## src/rtl/dispctl_pkg.sv

```systemverilog
package dispctl_pkg;

  localparam logic [15:0] ID_WORD  = 16'hB0C5;
  localparam logic [31:0] MAGIC_BE = 32'hBEBE_BEBE;
  localparam logic [31:0] MAGIC_LE = 32'h1E1E_1E1E;

  typedef enum logic [2:0] {
    SRC_BANK,
    SRC_ID,
    SRC_VMEM,
    SRC_ONES,
    SRC_EXT_SIZE,
    SRC_EXT_ORDER,
    SRC_ZERO
  } rd_src_e;

endpackage

```

## src/rtl/dispctl_addr_dec.sv

```systemverilog
module dispctl_addr_dec
  import dispctl_pkg::*;
#(
  parameter int ADDR_W    = 8,
  parameter int NUM_REGS  = 10,
  parameter int ID_IDX    = 0,
  parameter int VMEM_IDX  = 10,
  parameter int SIZE_OFF  = 0,
  parameter int ORDER_OFF = 4,
  localparam int IDX_W    = ADDR_W - 2,
  localparam int OFF_W    = ADDR_W - 1
) (
  input  logic [ADDR_W-1:0] addr,
  output logic [IDX_W-1:0]  idx,
  output logic              bank_hit,
  output logic              order_hit,
  output rd_src_e           src
);

  localparam logic [IDX_W-1:0] ID_I    = IDX_W'(ID_IDX);
  localparam logic [IDX_W-1:0] VMEM_I  = IDX_W'(VMEM_IDX);
  localparam logic [OFF_W-1:0] SIZE_O  = OFF_W'(SIZE_OFF);
  localparam logic [OFF_W-1:0] ORDER_O = OFF_W'(ORDER_OFF);

  logic             ext_sel;
  logic [OFF_W-1:0] off;

  assign ext_sel = addr[ADDR_W-1];
  assign off     = addr[OFF_W-1:0];
  assign idx     = addr[ADDR_W-2:1];

  always_comb begin
    bank_hit  = 1'b0;
    order_hit = 1'b0;
    src       = SRC_ZERO;
    if (ext_sel) begin
      if (off == SIZE_O) begin
        src = SRC_EXT_SIZE;
      end else if (off == ORDER_O) begin
        src       = SRC_EXT_ORDER;
        order_hit = 1'b1;
      end else begin
        src = SRC_ZERO;
      end
    end else begin
      bank_hit = (32'(idx) < NUM_REGS);
      if (idx == ID_I) begin
        src = SRC_ID;
      end else if (idx == VMEM_I) begin
        src = SRC_VMEM;
      end else if (32'(idx) < NUM_REGS) begin
        src = SRC_BANK;
      end else begin
        src = SRC_ONES;
      end
    end
  end

endmodule

```

## src/rtl/dispctl_mode_bank.sv

```systemverilog
module dispctl_mode_bank #(
  parameter int NUM_REGS = 10,
  parameter int IDX_W    = 6,
  localparam int FLAT_W  = NUM_REGS * 16
) (
  input  logic              clk,
  input  logic              rst_n,
  input  logic              wr_req,
  input  logic              bank_hit,
  input  logic [IDX_W-1:0]  idx,
  input  logic [15:0]       wdata,
  output logic [FLAT_W-1:0] regs_flat,
  output logic [15:0]       rd_word
);

  logic [NUM_REGS-1:0] slot_we;
  logic [FLAT_W-1:0]   regs_d;
  logic [FLAT_W-1:0]   regs_q;

  // Per-slot write enable: only a write that decodes inside the bank lands.
  for (genvar i = 0; i < NUM_REGS; i++) begin : g_slot_we
    assign slot_we[i] = wr_req && bank_hit && (idx == IDX_W'(i));
  end

  always_comb begin
    regs_d = regs_q;
    for (int i = 0; i < NUM_REGS; i++) begin
      if (slot_we[i]) begin
        regs_d[i*16 +: 16] = wdata;
      end
    end
  end

  always_ff @(posedge clk or negedge rst_n) begin
    if (!rst_n) begin
      regs_q <= '0;
    end else if (|slot_we) begin
      regs_q <= regs_d;
    end
  end

  always_comb begin
    rd_word = '0;
    for (int i = 0; i < NUM_REGS; i++) begin
      if (idx == IDX_W'(i)) begin
        rd_word = regs_q[i*16 +: 16];
      end
    end
  end

  assign regs_flat = regs_q;

  // a write decoded outside the bank must not disturb any slot
  p_oob_drop_r4: assert property (@(posedge clk) disable iff (!rst_n)
    (wr_req && !bank_hit) |=> $stable(regs_flat));

  // an in-bank write is visible in the addressed slot on the next cycle
  p_write_lands_r1: assert property (@(posedge clk) disable iff (!rst_n)
    (wr_req && bank_hit && idx == '0) |=> (regs_flat[15:0] == $past(wdata)));

endmodule

```

## src/rtl/dispctl_ext_regs.sv

```systemverilog
module dispctl_ext_regs
  import dispctl_pkg::*;
(
  input  logic        clk,
  input  logic        rst_n,
  input  logic        wr_order,
  input  logic [31:0] wdata,
  output logic        be_flag,
  output logic [31:0] order_word
);

  logic is_be;
  logic is_le;
  logic flag_en;
  logic flag_d;
  logic flag_q;

  assign is_be   = (wdata == MAGIC_BE);
  assign is_le   = (wdata == MAGIC_LE);
  assign flag_en = wr_order && (is_be || is_le);
  assign flag_d  = is_be;

  always_ff @(posedge clk or negedge rst_n) begin
    if (!rst_n) begin
      flag_q <= 1'b0;
    end else if (flag_en) begin
      flag_q <= flag_d;
    end
  end

  assign be_flag    = flag_q;
  assign order_word = flag_q ? MAGIC_BE : MAGIC_LE;

  // unrecognized values leave the flag alone
  p_order_keep_r7: assert property (@(posedge clk) disable iff (!rst_n)
    (wr_order && wdata != MAGIC_BE && wdata != MAGIC_LE) |=> $stable(be_flag));

  // big-endian magic sets the flag
  p_order_set_r7: assert property (@(posedge clk) disable iff (!rst_n)
    (wr_order && wdata == MAGIC_BE) |=> be_flag);

  // little-endian magic clears the flag
  p_order_clear_r7: assert property (@(posedge clk) disable iff (!rst_n)
    (wr_order && wdata == MAGIC_LE) |=> !be_flag);

endmodule

```

## src/rtl/dispctl_regbank.sv

```systemverilog
module dispctl_regbank
  import dispctl_pkg::*;
#(
  parameter int ADDR_W    = 8,
  parameter int NUM_REGS  = 10,
  parameter int ID_IDX    = 0,
  parameter int VMEM_IDX  = 10,
  parameter int VRAM_MIB  = 16,
  parameter int EXT_BYTES = 8,
  localparam int IDX_W    = ADDR_W - 2,
  localparam int FLAT_W   = NUM_REGS * 16,
  localparam int VMEM_64K = VRAM_MIB * 16
) (
  input  logic              clk,
  input  logic              rst_n,
  input  logic [ADDR_W-1:0] bus_addr,
  input  logic              bus_wr,
  input  logic              bus_rd,
  input  logic [31:0]       bus_wdata,
  output logic [31:0]       bus_rdata,
  output logic [FLAT_W-1:0] mode_regs,
  output logic              fb_big_endian
);

  logic [IDX_W-1:0] idx;
  logic             bank_hit;
  logic             order_hit;
  rd_src_e          src;
  logic [15:0]      bank_word;
  logic [31:0]      order_word;
  logic [31:0]      rdata_d;
  logic [31:0]      rdata_q;

  dispctl_addr_dec #(
    .ADDR_W   (ADDR_W),
    .NUM_REGS (NUM_REGS),
    .ID_IDX   (ID_IDX),
    .VMEM_IDX (VMEM_IDX),
    .SIZE_OFF (0),
    .ORDER_OFF(4)
  ) u_dec (
    .addr     (bus_addr),
    .idx      (idx),
    .bank_hit (bank_hit),
    .order_hit(order_hit),
    .src      (src)
  );

  dispctl_mode_bank #(
    .NUM_REGS(NUM_REGS),
    .IDX_W   (IDX_W)
  ) u_bank (
    .clk      (clk),
    .rst_n    (rst_n),
    .wr_req   (bus_wr),
    .bank_hit (bank_hit),
    .idx      (idx),
    .wdata    (bus_wdata[15:0]),
    .regs_flat(mode_regs),
    .rd_word  (bank_word)
  );

  dispctl_ext_regs u_ext (
    .clk       (clk),
    .rst_n     (rst_n),
    .wr_order  (bus_wr && order_hit),
    .wdata     (bus_wdata),
    .be_flag   (fb_big_endian),
    .order_word(order_word)
  );

  always_comb begin
    unique case (src)
      SRC_BANK:      rdata_d = {16'h0000, bank_word};
      SRC_ID:        rdata_d = {16'h0000, ID_WORD};
      SRC_VMEM:      rdata_d = 32'(VMEM_64K);
      SRC_ONES:      rdata_d = 32'hFFFF_FFFF;
      SRC_EXT_SIZE:  rdata_d = 32'(EXT_BYTES);
      SRC_EXT_ORDER: rdata_d = order_word;
      default:       rdata_d = 32'h0000_0000;
    endcase
  end

  always_ff @(posedge clk or negedge rst_n) begin
    if (!rst_n) begin
      rdata_q <= '0;
    end else if (bus_rd) begin
      rdata_q <= rdata_d;
    end
  end

  assign bus_rdata = rdata_q;

  // read data holds on cycles without a read strobe
  p_rdata_hold_r10: assert property (@(posedge clk) disable iff (!rst_n)
    !bus_rd |=> $stable(bus_rdata));

  // the identification number always reads the version constant
  p_id_read_r2: assert property (@(posedge clk) disable iff (!rst_n)
    (bus_rd && !bus_addr[ADDR_W-1] && bus_addr[ADDR_W-2:1] == IDX_W'(ID_IDX))
      |=> (bus_rdata == 32'h0000_B0C5));

  // reads beyond the bank (other than the size number) return all ones
  p_ones_r4: assert property (@(posedge clk) disable iff (!rst_n)
    (bus_rd && !bus_addr[ADDR_W-1] && 32'(bus_addr[ADDR_W-2:1]) >= NUM_REGS
       && bus_addr[ADDR_W-2:1] != IDX_W'(VMEM_IDX))
      |=> (bus_rdata == 32'hFFFF_FFFF));

  // order read reflects the flag from before the edge
  p_order_read_r8: assert property (@(posedge clk) disable iff (!rst_n)
    (bus_rd && order_hit && fb_big_endian) |=> (bus_rdata == 32'hBEBE_BEBE));

endmodule

```

## config.mk

```make
export PLATFORM = sky130hd
export DESIGN_NAME = dispctl_regbank
export DESIGN_NICKNAME = d
export VERILOG_FILES = /design/src/rtl/dispctl_pkg.sv /design/src/rtl/dispctl_addr_dec.sv /design/src/rtl/dispctl_mode_bank.sv /design/src/rtl/dispctl_ext_regs.sv /design/src/rtl/dispctl_regbank.sv
export SDC_FILE = /design/constraint.sdc
export NUM_CORES = 1
export LEC_CHECK = 0
export CAP_MARGIN = 0
export CELL_PAD_IN_SITES_DETAIL_PLACEMENT = 0
export CELL_PAD_IN_SITES_GLOBAL_PLACEMENT = 1
export CORE_MARGIN = 2
export CORE_UTILIZATION = 41
export DETAILED_ROUTE_END_ITERATION = 16
export GPL_ROUTABILITY_DRIVEN = 0
export PLACE_DENSITY_LB_ADDON = 0.1
export SLEW_MARGIN = 0
export SYNTH_ARGS = -nofsm -noshare
export SYNTH_HDL_FRONTEND = slang
export SYNTH_SLANG_ARGS = --single-unit
```

## constraint.sdc

```tcl
create_clock -name clk -period 2.5 [get_ports clk]
set_input_delay 0.25 -clock clk [delete_from_list [all_inputs] [get_ports clk]]
set_output_delay 0.25 -clock clk [all_outputs]
set_load 0.01 [all_outputs]
```

==> flow_metrics.py, run 1 <==
metrics = {
    "worst_setup_path": {
        "max_stage_delay_ps": 920,
        "arrival_ps": 2480,
        "worstSetupPathType": "in -> reg",
        "critPathSlowestCell": "nor3b_1",
        "cp_cell_sequence": "clkdlybuf4s50_1 -> buf_4 -> nor2_1 -> buf_4 -> o211ai_1 -> nor3b_1 -> nand3_1 -> o2111ai_1",
        "required_ps": 2840,
        "cpMostUsedCell": "buf_4",
        "crit_fanout": 6,
        "end_kind": "register",
        "crit_path_start_kind": "input pin",
    },
    "placement": {
        "dpl_worst_slack_ps": -110,
        "dp_hpwl_um": 20600,
        "dp_cells": 1179,
        "port_buffers": 236,
    },
    "sta": {
        "hold_slack_ps": 407,
        "final-setup-viol-count": 0,
        "slew_headroom": 0.260,
        "fin_worst_skew_ps": 12.3,
        "worstMarginPinSlew_ps": 1110,
        "hold_viol": 0,
        "finalCritPeriodShare": 0.857,
        "rsz0062_at_grt": "no",
        "fin_crit_ps": 2140,
        "fmax_mhz": 467,
        "maxSlewViolCount": 0,
        "final.setup.worst_slack_ps": 357,
    },
    "power_and_ir_drop": {
        "ir_worst_vdd_mv": 0.453,
        "power_density_nw_per_um2": 524,
        "cellLeakagePower_nw": 5.47,
        "power_mw": 6.44,
    },
    "final_layout": {
        "fin_util": 0.586,
        "nets": 968,
        "final_cells": 1212,
        "area_growth_pct": 40.5,
        "n_fill_cell": 1779,
        "drive_gt1_frac": 0.317,
        "diodes": 0,
    },
    "route": {
        "wl_per_cell_um": 23.0,
        "drt_first_pass_iters": 4,
        "ant_nets": 0,
        "drtIter0Drc": 302,
        "routed-via-count": 6668,
        "drcViolationCount": 0,
        "via_per_inst": 5.50,
        "drt_wl_total_um": 27900,
    },
    "die": {
        "die_w_um": 150,
        "fp.dieH_um": 150,
        "rows": 53,
        "core_area_um2": 21000,
        "initial_core_util": 0.417,
        "ios": 237,
        "floorplan.die_area_um2": 22500,
    },
    "clock_network": {
        "cts_buffers": 17,
        "htreeDepth": 4,
        "numClockSinks": 180,
        "cts_tree": "yes",
        "cts.repair.resized": 0,
        "cts_max_path_buffers": 2,
        "clkLatencyLatePin_ps": 430,
        "cts_setup_buffers": 0,
        "clkTransAtPathRegs_ps": 70,
        "root_buffer": "clkbuf_16",
    },
    "global_routing": {
        "overflow": 0,
        "grt_pass1_wl_um": 42400,
        "grt.total_usage": 0.252,
        "grt_pass1_vias": 6967,
        "grt_max_degree": 68,
        "antenna_found_initial": 0,
    },
    "run": {
        "drv_cap": 0,
    },
    "synth": {
        "synthFlopType": "dfrtp_1",
        "synth-edff-count": 0,
        "synth-seq-cells": 180,
        "synth.net_count": 717,
        "avgSynthCellArea_um2": 13.0,
        "postSynthCellCount": 673,
        "seq_area_frac_synth": 0.515,
        "yosys.cell_types.count": 55,
        "yosysWarningCount": 0,
        "syn_area_um2": 8740,
        "synthArstFlopShare": 1.00,
    },
    "run_status": {
        "status": "complete, no violations",
    },
    "worst_hold_path": {
        "hold_class": "in -> async",
    },
}
==> worst paths after layout <==
kind	startpoint	end	slack [ps]	depth (start not counted)
setup / recovery	bus_addr[5]	bus_rdata[4]$_DFFE_PN0P_	360	8
min in group clk	bus_addr[1]	bus_rdata[4]$_DFFE_PN0P_	440	4
hold reg to reg	u_bank.regs_flat[91]$_DFFE_PN0P_	u_bank.regs_flat[91]$_DFFE_PN0P_	530	1
max in group asynchronous	rst_n	u_bank.regs_flat[135]$_DFFE_PN0P_	1380	3
hold / removal	rst_n	u_bank.regs_flat[153]$_DFFE_PN0P_	410	2
setup reg to reg	u_bank.regs_flat[63]$_DFFE_PN0P_	bus_rdata[15]$_DFFE_PN0P_	900	5
==> area by class of cell <==
type | instances | area (um2) | area share
multi-input combinational | 414 | 3830 | 0.312
inverter | 12 | 45.0 | 0.00367
clock buffer | 20 | 457 | 0.0372
sequential | 180 | 4500 | 0.367
timing repair buffer | 299 | 2980 | 0.243
tap | 275 | 344 | 0.0280
clock inverter | 12 | 118 | 0.00958
==> where the power goes <==
group / total [mW] / internal, mW / switching (mW)
sequential: 3.06 / 2.99 / 0.0725
combinational: 0.753 / 0.386 / 0.367
clock: 2.62 / 1.44 / 1.18
==> per-layer routing <==
layer,vias up,share of wire,global-route usage
li1,2993,-,-
met1,3447,0.44,0.353
met2,219,0.48,0.400
met3,9,0.074,0.0662
met4,0,0.0063,0.0472
met5,-,0,0
==> state kept, by name (all words and copies together), names as in the netlist <==
register / flops
bus_rdata: 19
u_bank.regs_flat: 160
u_ext.be_flag: 1
==> cells in the final DEF (no fill, tap or decap), types with 8 or more instances in the layout <==
cell type,n
inv_1,12
a21oi_1,14
mux2_4,20
nor2_1,12
dfrtp_1,180
clkbuf_16,17
o2111ai_1,8
mux2i_1,11
o21ai_0,33
buf_4,51
nand2_1,31
o2bb2ai_1,8
nand3_1,8
mux4_2,16
o22ai_1,14
clkdlybuf4s50_1,233
mux2_2,151
buf_12,12
==> per-stage QoR <==
step | setup TNS (ps) | instance area [um2]
finish | 0 | 12300
global route | 0 | 12300
CTS | 0 | 12300
detailed placement | -1260 | 11700
global placement | -15.3 | 11700
floorplan | 0 | 8740
==> worst max-delay path: cells and delay by family <==
| family | cells | cell delay (ps) |
|---|---|---|
| compound gates | 2 | 280 |
| simple gates | 3 | 1190 |
| buf+inv | 3 | 770 |
==> cell usage after synthesis, types with 14 or more instances <==
cell        n  area [um2]
a21oi_1    14        70.1
buf_2      14        70.1
buf_4      15         113
clkbuf_1   31         116
dfrtp_1   180        4500
mux2_2    151        1700
mux2_4     20         300
mux4_2     16         360
nand2_1    31         116
o21ai_0    33         165
o22ai_1    14        87.6
==> kinds of logic after synthesis <==
| group | synth area share |
|---|---|
| AO/OA/AOI/OAI | 0.0832 |
| buffers and inverters | 0.0477 |
| flip-flops | 0.515 |
| multiplexers | 0.283 |
| AND/OR/NAND/NOR | 0.0710 |
==> repair_timing <==
item,in CTS,in global routing
endpoints found under the hold margin,64,0
setup endpoints to repair,0,0
hold buffers,1,0
(Power assumes the default switching activity.)
==> inputs of run 2 (changes only) <==
- CORE_MARGIN: 2 -> not set
==> run 2 against run 1 <==
Utilization rose by 0.24 points. Flip-flop and latch count is the same. Non-clock buffer count increased by 5. Combinational power increased by 1%. Final area rose by 0.41%. Routed wire length rose by 0.93%. Register-to-register slack worse by 20 ps. Critical path depth fell by 1. Clock power up 7%. Global-route usage grew 1.0 points.
==> flow_metrics.py, run 2 (synthesis results as in run 1) <==
metrics = {
    "sta": {
        "rsz0062_at_grt": "no",
        "hold_viol": 0,
        "final-setup-viol-count": 0,
        "worstMarginPinSlew_ps": 1100,
        "slew_headroom": 0.263,
        "final.setup.worst_slack_ps": 286,
        "finalCritPeriodShare": 0.886,
        "fin_crit_ps": 2210,
        "maxSlewViolCount": 0,
        "tns_ps": 0,
        "fin_worst_skew_ps": 10.4,
        "fmax_mhz": 452,
    },
    "power_and_ir_drop": {
        "switching_power_mw": 1.62,
        "power_frac_comb": 0.115,
        "cellLeakagePower_nw": 5.50,
        "clkPwrFrac": 0.422,
        "power_density_nw_per_um2": 537,
        "swShare": 0.245,
        "ir_worst_vdd_mv": 0.435,
        "p_int_mw": 5.00,
        "p_seq_frac": 0.463,
    },
    "die": {
        "floorplan.die_area_um2": 21900,
        "rows": 53,
        "die_w_um": 148,
        "initial_core_util": 0.417,
        "fp.dieH_um": 148,
        "core_area_um2": 21000,
        "ios": 237,
    },
    "route": {
        "routed-via-count": 6764,
        "wl_per_cell_um": 23.1,
        "drt_wl_total_um": 28200,
        "ant_nets": 0,
        "drtIter0Drc": 352,
        "via_per_inst": 5.56,
        "drt_first_pass_iters": 6,
        "drcViolationCount": 0,
    },
    "worst_setup_path": {
        "arrival_ps": 2550,
        "crit_fanout": 6,
        "worstSetupPathType": "in -> reg",
        "crit_path_start_kind": "input pin",
        "end_kind": "register",
        "max_stage_delay_ps": 910,
        "required_ps": 2840,
        "cp_top_family": "simple AND/OR/NAND/NOR gates",
        "cp_num_buf_inv": 2,
        "critPathSlowestCell": "nor3b_1",
        "cp_cell_sequence": "clkdlybuf4s50_1 -> buf_4 -> o21ai_1 -> nand3_1 -> nor3b_1 -> nand2_1 -> o211ai_1",
    },
    "worst_hold_path": {
        "hold_class": "in -> async",
    },
    "placement": {
        "dp_hpwl_um": 20500,
        "dpl_worst_slack_ps": -128,
        "port_buffers": 236,
        "dp_cells": 1184,
    },
    "clock_network": {
        "root_buffer": "clkbuf_16",
        "htreeDepth": 4,
        "numClockSinks": 180,
        "cts_buffers": 17,
        "cts_max_path_buffers": 2,
        "clkLatencyLatePin_ps": 430,
        "clkTransAtPathRegs_ps": 70,
        "cts_tree": "yes",
    },
    "final_layout": {
        "drive_gt1_frac": 0.320,
        "nets": 973,
        "diodes": 0,
        "final_cells": 1217,
        "fin_util": 0.589,
        "final_cell_mix": "233 x clkdlybuf4s50_1, 180 x dfrtp_1, 151 x mux2_2",
        "final_common_cell": "clkdlybuf4s50_1",
        "area_growth_pct": 41.1,
        "largest_reg_flops": 160,
    },
    "global_routing": {
        "antenna_found_initial": 0,
        "grt.total_usage": 0.263,
        "grt_pass1_wl_um": 43000,
        "grt_max_degree": 72,
        "grt_pass1_vias": 7064,
        "overflow": 0,
    },
    "run_status": {
        "status": "complete, no violations",
    },
    "run": {
        "drv_cap": 0,
    },
}
[run 2: changes by cell type in the layout (fill, tap and decap cells not counted)]
cell        previous run  this run
clkbuf_8               2         1
clkbuf_1               1         2
inv_8                  0         1
clkinv_4               2         1
buf_12                12        10
clkinvlp_4             4         2
buf_4                 51        58
bufinv_16              1         3
[run 2: final timing paths]
path                                                  start                                end  slack, ps  cells after the start
setup / recovery                                bus_addr[4]           bus_rdata[5]$_DFFE_PN0P_        290                      7
hold / removal                                        rst_n  u_bank.regs_flat[121]$_DFFE_PN0P_        400                      2
setup reg to reg           u_bank.regs_flat[52]$_DFFE_PN0P_           bus_rdata[4]$_DFFE_PN0P_        880                      5
hold reg to reg                   bus_rdata[12]$_DFFE_PN0P_          bus_rdata[12]$_DFFE_PN0P_        530                      2
max in group asynchronous                             rst_n  u_bank.regs_flat[105]$_DFFE_PN0P_       1300                      3
min in group clk                                bus_addr[1]           bus_rdata[5]$_DFFE_PN0P_        410                      3
[run 2: through the flow]
| stage | instance area [um2] | hold slack [ps] | power (mW) |
|---|---|---|---|
| final | 12300 | 403 | 6.62 |
| after global routing | 12300 | 441 | 6.83 |
| after CTS | 12300 | 397 | 6.67 |
| after detailed placement | 11700 | 305 | 3.88 |
| after global placement | 11700 | 299 | 3.86 |
| after floorplan | 8740 | -45.6 | 3.41 |
[run 2: area by class of cell]
type                    count  area [um2]
multi-input cells         414        3830
inverters                  12        45.0
fillers                  1729        8620
flip-flops and latches    180        4500
well taps                 275         344
repair buffers            304        2990
clock buffers              20         447
clock inverters            12         165
[run 2: power by group through the flow]
stage / clock (mW) / sequential (mW) / combinational [mW]
floorplan: 0 / 3.14 / 0.272
global placement: 0 / 3.12 / 0.748
detailed placement: 0 / 3.12 / 0.760
CTS: 2.84 / 3.06 / 0.765
global route: 2.94 / 3.07 / 0.813
finish: 2.80 / 3.07 / 0.762
[run 2: what timing repair did]
item | CTS | global route
hold buffers | 1 | 0
hold endpoints to repair | 66 | 0
gates resized for setup | 0 | 0
setup buffers | 0 | 0
[run 2: routing by layer]
| layer | share of wire | vias up | GRT usage |
|---|---|---|---|
| met1 | 0.45 | 3453 | 0.362 |
| met3 | 0.067 | 34 | 0.0559 |
| li1 | - | 2996 | - |
| met4 | 0.015 | 0 | 0.0706 |
| met2 | 0.47 | 281 | 0.419 |
| met5 | 0 | - | 0 |
[run 2: worst register-to-register path: stages, from the launching register on]
cell and delay (ps):
dfrtp_1 420, mux4_2 510, nand2_1 80, o21ai_0 200, nand3_1 150, o2111ai_1 120
==> inputs of run 3 (changes only) <==
- RECOVER_POWER: not set -> 50
==> run 3 against run 2 <==
The flow now finishes with violations (max-capacitance violations, max-slew violations). Die area unchanged. Global-route usage stayed put. Cell count unchanged. Critical path type unchanged. Critical endpoint unchanged.
==> flow_metrics.py, run 3 (synthesis results as in run 1) <==
metrics = {
    "die": {
        "fp.dieH_um": 148,
        "floorplan.die_area_um2": 21900,
        "core_area_um2": 21000,
        "ios": 237,
        "rows": 53,
        "initial_core_util": 0.417,
        "die_w_um": 148,
    },
    "power_and_ir_drop": {
        "ir_worst_vdd_mv": 0.435,
        "swShare": 0.245,
        "switching_power_mw": 1.62,
        "clkPwrFrac": 0.424,
        "p_seq_frac": 0.464,
        "power_density_nw_per_um2": 536,
        "power_mw": 6.60,
        "cellLeakagePower_nw": 5.79,
        "p_int_mw": 4.98,
        "power_frac_comb": 0.112,
    },
    "final_layout": {
        "largest_reg_flops": 160,
        "final_cells": 1217,
        "diodes": 0,
        "nets": 973,
        "n_fill_cell": 1733,
        "final_common_cell": "dfrtp_1",
        "final_cell_mix": "180 x dfrtp_1, 151 x mux2_2, 137 x clkdlybuf4s50_1",
        "area_growth_pct": 40.9,
        "drive_gt1_frac": 0.320,
        "fin_util": 0.588,
        "stdcell_area_um2": 12300,
    },
    "placement": {
        "dp_cells": 1184,
        "dp_hpwl_um": 20500,
        "port_buffers": 236,
        "place_area_um2": 11700,
    },
    "worst_hold_path": {
        "hold_class": "in -> reg",
    },
    "run_status": {
        "status": "finished, violations left",
        "violations": "max-capacitance violations, max-slew violations",
    },
    "worst_setup_path": {
        "r2r-end": "bus_rdata[1]$_DFFE_PN0P_",
        "cp-startpoint": "bus_addr[4]",
        "cp-endpoint": "bus_rdata[5]$_DFFE_PN0P_",
        "reg2reg_depth": 5,
        "reg2reg_slack_ps": 930,
        "worstSetupPathType": "in -> reg",
        "cp_cell_sequence": "clkdlybuf4s50_1 -> buf_4 -> o21ai_1 -> nand3_1 -> nor3b_1 -> nand2_1 -> o211ai_1",
        "critPathSlowestCell": "nor3b_1",
        "arrival_ps": 2550,
        "timing.rr.start": "u_bank.regs_flat[49]$_DFFE_PN0P_",
        "end_kind": "register",
        "crit_path_start_kind": "input pin",
        "crit_fanout": 6,
        "max_stage_delay_ps": 920,
        "required_ps": 2840,
    },
    "route": {
        "ant_nets": 0,
        "via_per_inst": 5.52,
        "drtIter0Drc": 348,
        "routed-via-count": 6723,
        "wl_per_cell_um": 23.1,
        "drt_wl_total_um": 28100,
        "drt_first_pass_iters": 5,
        "drcViolationCount": 0,
    },
    "global_routing": {
        "grt_max_degree": 72,
        "grt_pass1_vias": 7064,
        "antenna_found_initial": 0,
        "grt_pass1_wl_um": 43000,
        "grt.total_usage": 0.263,
        "overflow": 0,
    },
    "clock_network": {
        "cts_buffers": 17,
        "cts_max_path_buffers": 2,
        "clkLatencyLatePin_ps": 430,
        "numClockSinks": 180,
        "clkTransAtPathRegs_ps": 60,
        "cts.repair.resized": 0,
        "ctsHoldBuffers": 1,
        "cts_setup_buffers": 0,
        "htreeDepth": 4,
        "cts_tree": "yes",
        "root_buffer": "clkbuf_16",
    },
    "sta": {
        "final-setup-viol-count": 0,
        "hold_viol": 0,
        "rsz0062_at_grt": "no",
        "fmax_mhz": 451,
        "slew_headroom": -0.217,
        "fin_worst_skew_ps": 11.0,
        "worstMarginPinSlew_ps": 1830,
        "finalCritPeriodShare": 0.886,
        "tns_ps": 0,
        "maxSlewViolCount": 72,
        "fin_crit_ps": 2220,
    },
    "run": {
        "drv_cap": 1,
    },
}
## run 3: cell types whose count changed in the layout (fill, tap and decap cells not counted)
| cell | previous run | this run |
|---|---|---|
| buf_12 | 10 | 9 |
| buf_4 | 58 | 57 |
| clkbuf_2 | 0 | 2 |
| clkdlybuf4s50_1 | 233 | 137 |
| dlygate4sd3_1 | 1 | 97 |
## run 3: per-stage QoR
step | setup slack [ps] | hold WS (ps)
finish | 285 | 409
global route | 51.4 | 441
detailed placement | -128 | 305
CTS | 309 | 397
global placement | -49.7 | 299
floorplan | 296 | -45.6
## run 3: worst min-delay path by stage
stage | startpoint | endpoint | slack [ps] | cells after the start
finish | bus_addr[1] | bus_rdata[5]$_DFFE_PN0P_ | 410 | 3
global route | bus_addr[1] | bus_rdata[5]$_DFFE_PN0P_ | 440 | 3
CTS | bus_addr[1] | bus_rdata[5]$_DFFE_PN0P_ | 400 | 3
detailed placement | rst_n | u_bank.regs_flat[121]$_DFFE_PN0P_ | 300 | 1
global placement | rst_n | u_bank.regs_flat[153]$_DFFE_PN0P_ | 300 | 1
floorplan | rst_n | bus_rdata[0]$_DFFE_PN0P_ | -50 | 0
## run 3: power groups by stage
stage | logic (mW) | registers (mW) | clock network, mW
floorplan | 0.272 | 3.14 | 0
global placement | 0.748 | 3.12 | 0
detailed placement | 0.760 | 3.12 | 0
CTS | 0.765 | 3.06 | 2.84
global route | 0.792 | 3.07 | 2.94
finish | 0.739 | 3.06 | 2.79
## run 3: cell type report
type                            instances  area [um2]  area share
Clock buffer                           20         447      0.0363
Clock inverter                         12         165      0.0134
Inverter                               12        45.0     0.00366
Multi-Input combinational cell        414        3830       0.311
Sequential cell                       180        4500       0.366
Tap cell                              275         344      0.0279
Timing Repair Buffer                  304        2980       0.242
## run 3: worst max-delay path, delay by kind of cell
family | cells | cell delay (ps)
compound gates | 2 | 400
buf+inv | 2 | 660
simple gates | 3 | 1240
## run 3: metal layers
metal,part of all wire,GRT usage,vias up
met5,0,0,-
met3,0.066,0.0559,28
li1,-,-,2999
met2,0.47,0.419,255
met1,0.45,0.362,3441
met4,0.014,0.0706,0
